===== src/rtl/pmu_pkg.sv =====
package pmu_pkg;
  localparam int DATA_W  = 32;
  localparam int ADDR_W  = 4;
  localparam int CODE_W  = 8;
  localparam int CYC_BIT = 31;
  localparam int EVT_MAX = 256;

  typedef enum logic [ADDR_W-1:0] {
    A_CTRL    = 4'd0,
    A_CEN_SET = 4'd1,
    A_CEN_CLR = 4'd2,
    A_IEN_SET = 4'd3,
    A_IEN_CLR = 4'd4,
    A_OVF     = 4'd5,
    A_SEL     = 4'd6,
    A_EVTYPE  = 4'd7,
    A_EVDATA  = 4'd8,
    A_CYCDATA = 4'd9
  } reg_addr_e;

  // Increment with carry out: bit DATA_W is the wrap indication.
  function automatic logic [DATA_W:0] ctr_step(input logic [DATA_W-1:0] v);
    return {1'b0, v} + {{DATA_W{1'b0}}, 1'b1};
  endfunction

  // Pick one event line by code; codes past the bus read as 0.
  function automatic logic evt_pick(input logic [EVT_MAX-1:0] ev,
                                    input logic [CODE_W-1:0] code);
    return ev[code];
  endfunction

  // Implemented bits of the enable and flag registers.
  function automatic logic [DATA_W-1:0] impl_mask(input int n);
    logic [DATA_W-1:0] m;
    m = '0;
    for (int i = 0; i < n; i++) m[i] = 1'b1;
    m[CYC_BIT] = 1'b1;
    return m;
  endfunction
endpackage


===== src/rtl/pmu_counter.sv =====
module pmu_counter
  import pmu_pkg::*;
(
  input  logic              clk,
  input  logic              rst_n,
  input  logic              clear_i,
  input  logic              load_i,
  input  logic [DATA_W-1:0] load_val_i,
  input  logic              step_i,
  output logic [DATA_W-1:0] value_o,
  output logic              wrap_o
);
  logic [DATA_W:0] nxt;

  always_comb nxt = ctr_step(value_o);

  // Wrap is only reported for a real count, never for a load or a clear.
  assign wrap_o = step_i && !clear_i && !load_i && nxt[DATA_W];

  always_ff @(posedge clk or negedge rst_n) begin
    if (!rst_n)       value_o <= '0;
    else if (clear_i) value_o <= '0;
    else if (load_i)  value_o <= load_val_i;
    else if (step_i)  value_o <= nxt[DATA_W-1:0];
  end
endmodule


===== src/rtl/pmu_prescaler.sv =====
module pmu_prescaler #(
  parameter int DIV = 64
) (
  input  logic clk,
  input  logic rst_n,
  input  logic clear_i,
  input  logic run_i,
  input  logic div_en_i,
  output logic tick_o
);
  localparam int PW = (DIV > 1) ? $clog2(DIV) : 1;
  localparam logic [PW-1:0] LAST = PW'(DIV - 1);

  logic [PW-1:0] pre_q;

  assign tick_o = run_i && (!div_en_i || pre_q == LAST);

  always_ff @(posedge clk or negedge rst_n) begin
    if (!rst_n)       pre_q <= '0;
    else if (clear_i) pre_q <= '0;
    else if (run_i)   pre_q <= (pre_q == LAST) ? '0 : pre_q + 1'b1;
  end
endmodule


===== src/rtl/perf_monitor_unit.sv =====
module perf_monitor_unit
  import pmu_pkg::*;
#(
  parameter int NUM_CTR    = 4,
  parameter int NUM_EVT_IN = 32,
  parameter int PRESCALE   = 64
) (
  input  logic                  clk,
  input  logic                  rst_n,
  input  logic                  reg_wr,
  input  logic [ADDR_W-1:0]     reg_addr,
  input  logic [DATA_W-1:0]     reg_wdata,
  output logic [DATA_W-1:0]     reg_rdata,
  input  logic [NUM_EVT_IN-1:0] events_i,
  output logic                  irq_o
);
  localparam int SEL_W = (NUM_CTR > 1) ? $clog2(NUM_CTR) : 1;
  localparam logic [DATA_W-1:0] IMPL = impl_mask(NUM_CTR);

  // Write decode
  logic wr_ctrl, wr_cen_set, wr_cen_clr, wr_ien_set, wr_ien_clr;
  logic wr_ovf, wr_sel, wr_evtype, wr_evdata, wr_cycdata;
  assign wr_ctrl    = reg_wr && reg_addr == A_CTRL;
  assign wr_cen_set = reg_wr && reg_addr == A_CEN_SET;
  assign wr_cen_clr = reg_wr && reg_addr == A_CEN_CLR;
  assign wr_ien_set = reg_wr && reg_addr == A_IEN_SET;
  assign wr_ien_clr = reg_wr && reg_addr == A_IEN_CLR;
  assign wr_ovf     = reg_wr && reg_addr == A_OVF;
  assign wr_sel     = reg_wr && reg_addr == A_SEL;
  assign wr_evtype  = reg_wr && reg_addr == A_EVTYPE;
  assign wr_evdata  = reg_wr && reg_addr == A_EVDATA;
  assign wr_cycdata = reg_wr && reg_addr == A_CYCDATA;

  // Named internal events
  logic ev_clear, cyc_clear, cnt_write;
  logic [DATA_W-1:0] ovf_clr;
  assign ev_clear  = wr_ctrl && reg_wdata[1];
  assign cyc_clear = wr_ctrl && reg_wdata[2];
  assign cnt_write = ev_clear || cyc_clear || wr_evdata || wr_cycdata;
  assign ovf_clr   = wr_ovf ? reg_wdata : '0;

  // Control, enable and select state
  logic en_q, div_q, exp_q, dbg_q;
  logic [DATA_W-1:0] cnten_q, inten_q, ovf_q;
  logic [SEL_W-1:0]  sel_q;

  always_ff @(posedge clk or negedge rst_n) begin
    if (!rst_n) begin
      {en_q, div_q, exp_q, dbg_q} <= '0;
      cnten_q <= '0;
      inten_q <= '0;
      sel_q   <= '0;
    end else begin
      if (wr_ctrl) begin
        en_q  <= reg_wdata[0];
        div_q <= reg_wdata[3];
        exp_q <= reg_wdata[4];
        dbg_q <= reg_wdata[5];
      end
      if (wr_cen_set)      cnten_q <= (cnten_q | reg_wdata) & IMPL;
      else if (wr_cen_clr) cnten_q <= cnten_q & ~reg_wdata;
      if (wr_ien_set)      inten_q <= (inten_q | reg_wdata) & IMPL;
      else if (wr_ien_clr) inten_q <= inten_q & ~reg_wdata;
      if (wr_sel && reg_wdata < DATA_W'(NUM_CTR)) sel_q <= reg_wdata[SEL_W-1:0];
    end
  end

  // Event counters
  logic [EVT_MAX-1:0] ev_ext;
  logic [CODE_W-1:0]  code_q [NUM_CTR];
  logic [DATA_W-1:0]  ev_val [NUM_CTR];
  logic [NUM_CTR-1:0] ev_wrap;
  logic [NUM_CTR*DATA_W-1:0] ev_flat;

  assign ev_ext = EVT_MAX'(events_i);

  for (genvar i = 0; i < NUM_CTR; i++) begin : g_ctr
    logic hit, sel_me;
    assign sel_me = (sel_q == SEL_W'(i));
    assign hit    = en_q && cnten_q[i] && evt_pick(ev_ext, code_q[i]);

    always_ff @(posedge clk or negedge rst_n) begin
      if (!rst_n)                  code_q[i] <= '0;
      else if (wr_evtype && sel_me) code_q[i] <= reg_wdata[CODE_W-1:0];
    end

    pmu_counter u_ctr (
      .clk        (clk),
      .rst_n      (rst_n),
      .clear_i    (ev_clear),
      .load_i     (wr_evdata && sel_me),
      .load_val_i (reg_wdata),
      .step_i     (hit),
      .value_o    (ev_val[i]),
      .wrap_o     (ev_wrap[i])
    );
    assign ev_flat[i*DATA_W +: DATA_W] = ev_val[i];
  end

  // Cycle counter with prescaler
  logic cyc_tick, cyc_wrap;
  logic [DATA_W-1:0] cyc_val;

  pmu_prescaler #(.DIV(PRESCALE)) u_pre (
    .clk      (clk),
    .rst_n    (rst_n),
    .clear_i  (cyc_clear),
    .run_i    (en_q && cnten_q[CYC_BIT]),
    .div_en_i (div_q),
    .tick_o   (cyc_tick)
  );

  pmu_counter u_cyc (
    .clk        (clk),
    .rst_n      (rst_n),
    .clear_i    (cyc_clear),
    .load_i     (wr_cycdata),
    .load_val_i (reg_wdata),
    .step_i     (cyc_tick),
    .value_o    (cyc_val),
    .wrap_o     (cyc_wrap)
  );

  // Overflow flags: a wrap beats a clear on the same edge
  logic [DATA_W-1:0] wrap_vec;
  always_comb begin
    wrap_vec = '0;
    for (int i = 0; i < NUM_CTR; i++) wrap_vec[i] = ev_wrap[i];
    wrap_vec[CYC_BIT] = cyc_wrap;
  end

  always_ff @(posedge clk or negedge rst_n) begin
    if (!rst_n) ovf_q <= '0;
    else        ovf_q <= ((ovf_q & ~ovf_clr) | wrap_vec) & IMPL;
  end

  assign irq_o = |(ovf_q & inten_q);

  // Read mux
  always_comb begin
    unique case (reg_addr)
      A_CTRL:               reg_rdata = {16'b0, 5'(NUM_CTR), 5'b0, dbg_q, exp_q,
                                         div_q, 2'b00, en_q};
      A_CEN_SET, A_CEN_CLR: reg_rdata = cnten_q;
      A_IEN_SET, A_IEN_CLR: reg_rdata = inten_q;
      A_OVF:                reg_rdata = ovf_q;
      A_SEL:                reg_rdata = DATA_W'(sel_q);
      A_EVTYPE:             reg_rdata = DATA_W'(code_q[sel_q]);
      A_EVDATA:             reg_rdata = ev_val[sel_q];
      A_CYCDATA:            reg_rdata = cyc_val;
      default:              reg_rdata = '0;
    endcase
  end
endmodule


===== config.mk =====
export PLATFORM = sky130hd
export DESIGN_NAME = perf_monitor_unit
export DESIGN_NICKNAME = d
export VERILOG_FILES = /design/src/rtl/pmu_pkg.sv /design/src/rtl/pmu_counter.sv /design/src/rtl/pmu_prescaler.sv /design/src/rtl/perf_monitor_unit.sv
export SDC_FILE = /design/constraint.sdc
export NUM_CORES = 1
export LEC_CHECK = 0
export ABC_CLOCK_PERIOD_IN_PS = 8350
export BUFFER_PORTS_ARGS = -buffer_cell sky130_fd_sc_hd__buf_2
export CORE_AREA = 3 3 200 300
export DETAILED_ROUTE_END_ITERATION = 10
export DIE_AREA = 0 0 203 303
export GPL_TIMING_DRIVEN = 0
export PLACE_DENSITY = 0.51
export SETUP_SLACK_MARGIN = 0.15
export SLEW_MARGIN = 30
export SYNTH_ARGS = -nofsm -noshare
export SYNTH_HDL_FRONTEND = slang
export SYNTH_SLANG_ARGS = --single-unit

===== constraint.sdc =====
create_clock -name clk -period 8.35 [get_ports clk]
set_clock_uncertainty 0.05 [all_clocks]
set_input_delay 1.67 -clock clk [delete_from_list [all_inputs] [get_ports clk]]
set_output_delay 1.67 -clock clk [all_outputs]
set_load 0.01 [all_outputs]

[Word-level counts from Yosys, hierarchy flattened]
Cells that the tools add are included.
Operators by class
  $add $sub $neg: 6
  magnitude comparators: 6
  equality and inequality tests: 13
  muxes and demuxes: 38
  bitwise operators: 10
  reductions and logical operators: 68
Operators with widths (count)
  32-bit two-way mux: 22
  32-bit one-hot mux with 8 select lines: 1
  32-bit by 1-bit adder with 33-bit output (second input constant): 5
  32-bit AND: 4
  32-bit OR: 3
  32-bit binary-select mux with 2-bit select: 1
  32-bit NOT: 2
  1-bit logical AND: 46
  8-bit by 9-bit < comparator with 1-bit output (second input constant): 4
  1-bit binary-select mux with 8-bit select: 4
  32-bit by 3-bit < comparator with 1-bit output (second input constant): 1
  32-bit OR reduction: 1
  6-bit two-way mux: 3
  8-bit binary-select mux with 2-bit select: 1
  4-bit by 3-bit equality test with 1-bit output (second input constant): 4
  8-bit two-way mux: 2
  3-bit nonzero test: 5
  4-bit by 2-bit equality test with 1-bit output (second input constant): 2
  4-bit equality test (second input constant): 2
  1-bit logical NOT: 8
  6-bit by 1-bit adder with 6-bit output (second input constant): 1
  6-bit equality test (second input constant): 1
  2-bit nonzero test: 3
  2-bit equality test (second input constant): 2
  9 further kinds: 13
Storage, ports and cells
  flip-flop bits (word level): 273
  input port bits: 71

[Longest topological paths before layout]
Gate-level depths: netlist of the first run.
  word-level depth: 8
  depth in mapped cells: 10
  mapped depth without buffers: 8

[By module]
Synthesis of the first run repeated with hierarchy kept, for this count alone.
Unflattened totals
  cell total of the unflattened synthesis: 1944
  area, all modules: 18341.3 um2
By module, submodules not included
  pmu_counter: times used 5, cells each 252, area each 2118.3 um2, seq. area each 800.8 um2
  perf_monitor_unit: times used 1, cells each 648, area each 7409.6 um2, seq. area each 2677.6 um2
  pmu_prescaler: times used 1, cells each 36, area each 340.3 um2, seq. area each 150.1 um2

[Worst setup path before layout of the first run]
No wires, ideal clock.
  path type: input to output
  start: input reg_addr[0]
  end: output reg_rdata[10]
  data arrival time: 3.303 ns
  data required time: 6.630 ns
  path slack: 3.327 ns
  cell stages on the path: 7
  path buffers: 3
  path through: clkbuf_1 nand2b_1 a211oi_1 clkbuf_1 clkbuf_1 a222oi_1 nand2_1
Between the ends
  longest elaborated chain between the ends: 3
RTL lines
  start, declared: line perf_monitor_unit.sv:11  | input logic [ADDR_W-1:0] reg_addr,
  4-bit by 2-bit equality test with 1-bit output, or another cell as far along: line perf_monitor_unit.sv:141  | unique case (reg_addr)
  2-bit OR reduction: line perf_monitor_unit.sv:141
  32-bit one-hot mux with 8 select lines *: line perf_monitor_unit.sv:141
  end, declared: line perf_monitor_unit.sv:13  | output logic [DATA_W-1:0] reg_rdata,
Mark *: on every way between the ends. The rest lies on a longest branch, timed or not.

[Final worst setup path of the first run]
  start: input reg_addr[0]
  end: output reg_rdata[9]
Same word-level chain as after synthesis.

==> results of run 1 <==
per-stage QoR:
| stage | hold slack (ps) | setup slack (ps) |
|---|---|---|
| after floorplan | 407 | 3330 |
| after global routing | 449 | 1920 |
| after global placement | 418 | 68.9 |
| after CTS | 440 | 2170 |
| final | 437 | 2050 |
| after detailed placement | 425 | 2160 |
how the worst max path moves through the flow:
| stage | from | to | slack, ps | depth (start not counted) |
|---|---|---|---|---|
| after floorplan | reg_addr[0] | reg_rdata[10] | 3330 | 7 |
| after global placement | rst_n | g_ctr[3].u_ctr.value_o[22] | 70 | 1 |
| final | reg_addr[0] | reg_rdata[9] | 2050 | 9 |
| after global routing | reg_addr[0] | reg_rdata[9] | 1920 | 9 |
| after detailed placement | reg_addr[0] | reg_rdata[9] | 2160 | 9 |
| after CTS | reg_addr[0] | reg_rdata[9] | 2170 | 9 |
cell usage in the layout (no fill, tap or decap), types with 7 or more instances in the layout:
cell type	n
a21oi_1	151
a222oi_1	28
a22o_1	7
a22oi_1	18
a32o_1	7
and2_1	16
and3_1	27
and4_1	8
buf_2	111
clkbuf_1	121
clkbuf_16	30
clkinv_2	9
dfrtp_1	273
inv_1	31
mux2_2	48
mux2i_1	35
mux4_2	63
nand2_1	172
nand2b_1	7
nand3_1	89
nand4_1	35
nor2_1	132
nor2b_1	9
nor3_1	72
nor4_1	42
nor4b_1	8
o211ai_1	12
o21a_1	53
o21ai_0	155
or3_1	13
xnor2_1	111
xor2_1	10
worst max-delay path, cell delays in order:
cell	delay [ps]
buf_2	130
clkbuf_1	240
nand2b_1	230
a211oi_1	750
clkbuf_1	500
clkbuf_1	490
a222oi_1	190
nand2_1	200
buf_2	170
final cells by class:
| cell class | count | area share, % |
|---|---|---|
| Inverter | 31 | 0.586 |
| Timing Repair Buffer | 104 | 3.01 |
| Clock inverter | 15 | 0.837 |
| Sequential cell | 273 | 34.4 |
| Multi-Input combinational cell | 1407 | 49.0 |
| Tap cell | 770 | 4.85 |
| Clock buffer | 41 | 4.29 |
| Buffer | 141 | 3.03 |
power groups by stage:
stage / clock network, mW / logic, mW / registers (mW)
after floorplan: 0 / 0.303 / 1.50
after global placement: 0 / 0.520 / 1.55
after detailed placement: 0 / 0.534 / 1.55
after CTS: 1.43 / 0.535 / 1.53
after global routing: 1.48 / 0.573 / 1.54
final: 1.40 / 0.536 / 1.53
layer usage:
layer	vias to the layer above	wire length, um	part of all wire, %
met5	-	0	0
met4	0	6440	8.7
met3	260	4250	5.7
met2	787	36200	49
met1	8232	27500	37
li1	7149	-	-
flip-flops by register name, summed over array words and instances (netlist names), named ones only:
name	cells
cnten_q	27
code_q	32
sel_q	2
u_cyc.value_o	32
div_q	1
exp_q	1
dbg_q	1
g_ctr.u_ctr.value_o	128
ovf_q	5
en_q	1
u_pre.pre_q	6
inten_q	27
kinds of logic after synthesis:
group           after synthesis  share of synthesized area (%)
buf+inv                     172                           4.14
simple gates                663                           19.3
compound gates              471                           17.0
mux                         146                           13.4
flops                       273                           39.6
fa+ha+maj                     6                          0.435
xor+xnor                    121                           6.15
==> summary.txt, run 1 <==
IR drop worst, VDD: 0.157 mV
Antenna violations before repair: 0
Critical R2R Capture: g_ctr[0].u_ctr.value_o[30]
Fmax: 0.159 GHz
Crit. End Element: output pin
Worst reg-to-reg path cell count: 9
Post-synth EDFFs: 0
Antenna diode instance count: 0
Flop-to-flop setup slack: 4960 ps
Synth area leaders: dfrtp_1, mux4_2, xnor2_1, o21ai_0, a21oi_1
DR iter-0 viols: 1695
Clock network fraction of total power: 40.5%
CP startpoint kind: primary input
Post-Synthesis Cells: 1852
Drt drc: 0
Mapped Avg Cell Area: 9.31 um2
RSZ-0062 raised after global routing: no
Clock-pin slew on the worst setup and hold paths: 60 ps
Crit path kind: primary input to output pin
DR vias: 16400
Hold Startpoint: cnten_q[6]
Sw frac: 29.9%
Overall Global Routing Usage: 23.8%
Worst Tran Pin Value: 987 ps
Met2 Usage GRT: 40.7%
Worst slew margin: 34.2%
Syn nets: 1929
Finish-stage setup viols: 0
Register area: 6830 um2
Post-Route WL: 74400 um
Routed len/inst: 26.7 um
Min Clock Period, post-route: 6300 ps
Post-layout utilization of the core: 34.4%
Synthesized area: 17200 um2
Post-synth top area share: 39.6%
Dpl cell area: 18800 um2
DP HPWL: 56600 um
Met3 Use GR: 2.77%
Initial Utilization: 29.9%
Layout net count: 2065
RR Startpoint: code_q[24]
Library cells used by synthesis: 72
Grt met1 use: 27.6%
Die X-Extent: 203 um
H-tree lvl count: 1
Core Region: 57700 um2
Final hold vios: 0
Post-synth top cells: dfrtp_1, nand2_1, o21ai_0
Share of layout cells above drive strength 1: 15.7%
Io pins: 104
Detail-routed via count per cell: 5.91
Post-route insts no fill: 2782
P per Cell Area: 175 nW/um2
# clock sinks: 273
Total Power: 3.47 mW
Fillers: 6016
Final GP Congestion: 0.962
Top-count cell post-synth: dfrtp_1
Hold Path Stages: 1
Multi-input logic area: 9740 um2
Fraction of registers with async set/reset: 100%
Vias in the first global route: 16400
Critical path fanouts, max: 10
P_int: 2.43 mW
Flop pwr share: 44.1%
CTS resizes: 0
Sequential element share of the synthesized area: 39.6%
Min-delay worst type: flop to flop
Run status: completed
Max-cap viol count: 0
Buffers on Ports: 101
Final period util: 75.5%
CTS tree: done
Hold EP: cnten_q[6]
Total CTS buffers: 30
Setup TNS: 0 ps
DR pass1 iterations: 6
First-pass GRT wire length: 110000 um
Placed Instances: 2726
Worst skew pair latency: 590 ps
Syn. warnings: 0
Die Span Y: 303 um
CTS root buf: clkbuf_16
Gr busiest metal: met2
Gr ovfl total: 0
CTS hold repair buffers: 0
Die ar.: 61500 um2
Final Cell Area: 19900 um2
Layout area overhead: 15.2%
Clk buf depth: 3
Synth area leader: dfrtp_1
Pin count of the biggest net entering global routing: 79
Rows: 108
NetSw: 1.04 mW
Post-CTS Setup Bufs: 0
Final Slew Violations: 0
CP required: 6630 ps
Synth Register Bits: 273
CP arrival: 4580 ps
Combinational power share: 15.4%
Leakage: 7.67 nW
Synth Flop Type: dfrtp_1
Antenna Nets Post-Route: 0
No activity file was read; power rests on OpenSTA's default activity.
==> run 2, diff against run 1 <==
--- a/config.mk
+++ b/config.mk
@@ -5,13 +5,13 @@
 export SDC_FILE = /design/constraint.sdc
 export NUM_CORES = 1
 export LEC_CHECK = 0
-export ABC_CLOCK_PERIOD_IN_PS = 8350
+export ABC_CLOCK_PERIOD_IN_PS = 5100
 export BUFFER_PORTS_ARGS = -buffer_cell sky130_fd_sc_hd__buf_2
 export CORE_AREA = 3 3 200 300
 export DETAILED_ROUTE_END_ITERATION = 10
 export DIE_AREA = 0 0 203 303
 export GPL_TIMING_DRIVEN = 0
-export PLACE_DENSITY = 0.51
+export PLACE_DENSITY = 0.52
 export SETUP_SLACK_MARGIN = 0.15
 export SLEW_MARGIN = 30
 export SYNTH_ARGS = -nofsm -noshare
==> constraint.sdc (replaced) <==
create_clock -name clk -period 5.1 [get_ports clk]
set_clock_uncertainty 0.05 [all_clocks]
set_input_delay 1.02 -clock clk [delete_from_list [all_inputs] [get_ports clk]]
set_output_delay 1.02 -clock clk [all_outputs]
set_load 0.01 [all_outputs]
==> run 2 against run 1 <==
  * Core utilization is 0.15 points higher
  * Power is 68% higher
  * Largest power group unchanged
  * Critical path type unchanged
  * First-iteration DRC count increased by 4.5%
  * Worst hold slack worse by 58 ps
  * Sequential share of layout area shrank 0.15 points
  * Non-clock buffer count unchanged
  * Global-route usage down 0.24 points
  * Setup slack worse by 1700 ps
  * Clock-buffer cell count fell by 4
  * Register-to-register slack worse by 3200 ps
==> summary.txt, run 2 (synthesis results as in run 1) <==
Run status: completed
Routed len/inst: 26.6 um (-0.72%)
Worst reg-to-reg path cell count: 9 (unchanged)
Pin count of the biggest net entering global routing: 82 (+3.8%)
Die Span Y: 303 um (unchanged)
Post-Route WL: 73900 um (-0.72%)
Commonest non-fill, non-tap cells in the layout: dfrtp_1, nand2_1, o21ai_0
Final Slew Violations: 0 (unchanged)
Max FFs per register: 128 (unchanged)
Setup TNS: 0 ps (unchanged)
CP startpoint: reg_addr[1]
Gr ovfl total: 0 (unchanged)
Hold slack: 379 ps (-57.5 ps)
Most flop-heavy register: g_ctr.u_ctr.value_o
DR iter-0 viols: 1772 (+4.5%)
DR pass1 iterations: 6 (unchanged)
Layout net count: 2065 (unchanged)
Max-cap viol count: 0 (unchanged)
CTS root buf: clkbuf_16
Antenna diode instance count: 0 (unchanged)
Total CTS buffers: 30 (unchanged)
P per Cell Area: 293 nW/um2 (+68%)
Io pins: 104 (unchanged)
CP required: 4030 ps (-2600 ps)
Drt drc: 0 (unchanged)
Final GP Congestion: 0.970 (+0.81%)
Antenna violations before repair: 0 (unchanged)
Biggest regs: g_ctr.u_ctr.value_o (128), code_q (32), u_cyc.value_o (32)
Worst Tran Pin Value: 989 ps (+2.17 ps)
DR vias: 16400 (+0.13%)
Buffers on Ports: 101 (unchanged)
CTS tree: done
Leakage: 7.72 nW (+0.57%)
H-tree lvl count: 1 (unchanged)
# clock sinks: 273 (unchanged)
Antenna Nets Post-Route: 0 (unchanged)
DP HPWL: 56900 um (+0.47%)
Critical path fanouts, max: 10 (unchanged)
Final period util: 92.7%
Final hold vios: 0 (unchanged)
Share of layout cells above drive strength 1: 15.9% (+0.25 points)
Layout area overhead: 15.7%
IR drop worst, VDD: 0.277 mV (+76%)
Flop-to-flop setup slack: 1780 ps (-3180 ps)
Fmax: 0.212 GHz
Rows: 108 (unchanged)
Finish-stage setup viols: 0 (unchanged)
Overall Global Routing Usage: 23.5% (-0.24 points)
Crit. End Element: output pin
Min-delay worst type: primary input to asynchronous set/reset pin
RSZ-0062 raised after global routing: no
Commonest non-fill, non-tap cell in the layout: dfrtp_1
Worst slew margin: 34.0% (-0.14 points)
Crit path kind: primary input to output pin
CP arrival: 3660 ps (-920 ps)
Critical R2R Capture: g_ctr[3].u_ctr.value_o[28]
Initial Utilization: 29.9% (unchanged)
Die X-Extent: 203 um (unchanged)
Crit path to: reg_rdata[7]
Clk buf depth: 3 (unchanged)
Detail-routed via count per cell: 5.91 (+0.13%)
Vias in the first global route: 16300 (-0.82%)
Die ar.: 61500 um2 (unchanged)
Min Clock Period, post-route: 4730 ps
RR Startpoint: code_q[3]
Worst skew pair latency: 590 ps (about the same)
Core Region: 57700 um2 (unchanged)
CTS hold repair buffers: 0 (unchanged)
First-pass GRT wire length: 109000 um (-1.0%)
Clock-pin slew on the worst setup and hold paths: 60 ps (about the same)
CP startpoint kind: primary input
## run 2: cell count changes in the layout (fill, tap and decap cells not counted), sizes merged
cell,change
clkbuf,-2
buf,-2
clkinv,+2
bufinv,+3
clkinvlp,-1
## run 2: how the worst min path moves through the flow
stage | start | end | slack, ps | cells past startpoint
after floorplan | ovf_q[31] | ovf_q[31] | 410 | 2
after global placement | inten_q[20] | inten_q[20] | 420 | 1
after detailed placement | inten_q[20] | inten_q[20] | 420 | 1
after CTS | rst_n | code_q[25] | 390 | 1
after global routing | rst_n | en_q | 410 | 1
final | rst_n | code_q[24] | 380 | 1
## run 2: where the power goes
part	leakage [nW]	switching, mW	internal [mW]	total, mW
Sequential	3.69	0.202	2.31	2.51
Clock	0.549	0.994	1.47	2.46
Combinational	3.47	0.514	0.357	0.871
Total	7.72	1.71	4.13	5.84
## run 2: cell type report
type                    count  area, um2
clock inverters            19        263
repair buffers            104        598
fillers                  5991      37700
well taps                 770        963
clock buffers              37        837
multi-input cells        1407       9750
plain buffers             141        602
flip-flops and latches    273       6830
inverters                  31        116
## run 2: metrics by stage
stage	instances	setup WS, ps	cell area, um2	power, mW	utilization, %
after floorplan	1852	1380	17200	2.96	-
after global placement	2723	-2560	18700	3.38	32.4
after detailed placement	2726	293	18800	3.41	32.7
after CTS	2782	261	19900	5.87	34.6
after global routing	2782	255	20000	6.02	34.6
final	2782	373	20000	5.84	34.6
## run 2: critical path, stage by stage
cell	delay, ps
buf_2	130
buf_1	410
nand2_1	200
nor2_1	130
a21oi_1	50
nor2_1	620
clkbuf_1	500
a22oi_1	250
nand2_1	170
buf_2	160
## run 2: routing by layer
layer | up-vias | part of all wire, % | GRT usage (%) | routed length, um
li1 | 7138 | - | - | -
met1 | 8330 | 38 | 27.5 | 27700
met2 | 763 | 50 | 41.2 | 36700
met3 | 218 | 5.3 | 2.49 | 3900
met4 | 0 | 7.5 | 15.1 | 5570
met5 | - | 0 | 0 | 0
## run 2: what timing repair did
item,CTS,global route
gates resized for setup,0,1
setup endpoints to repair,0,10
setup buffers,0,0
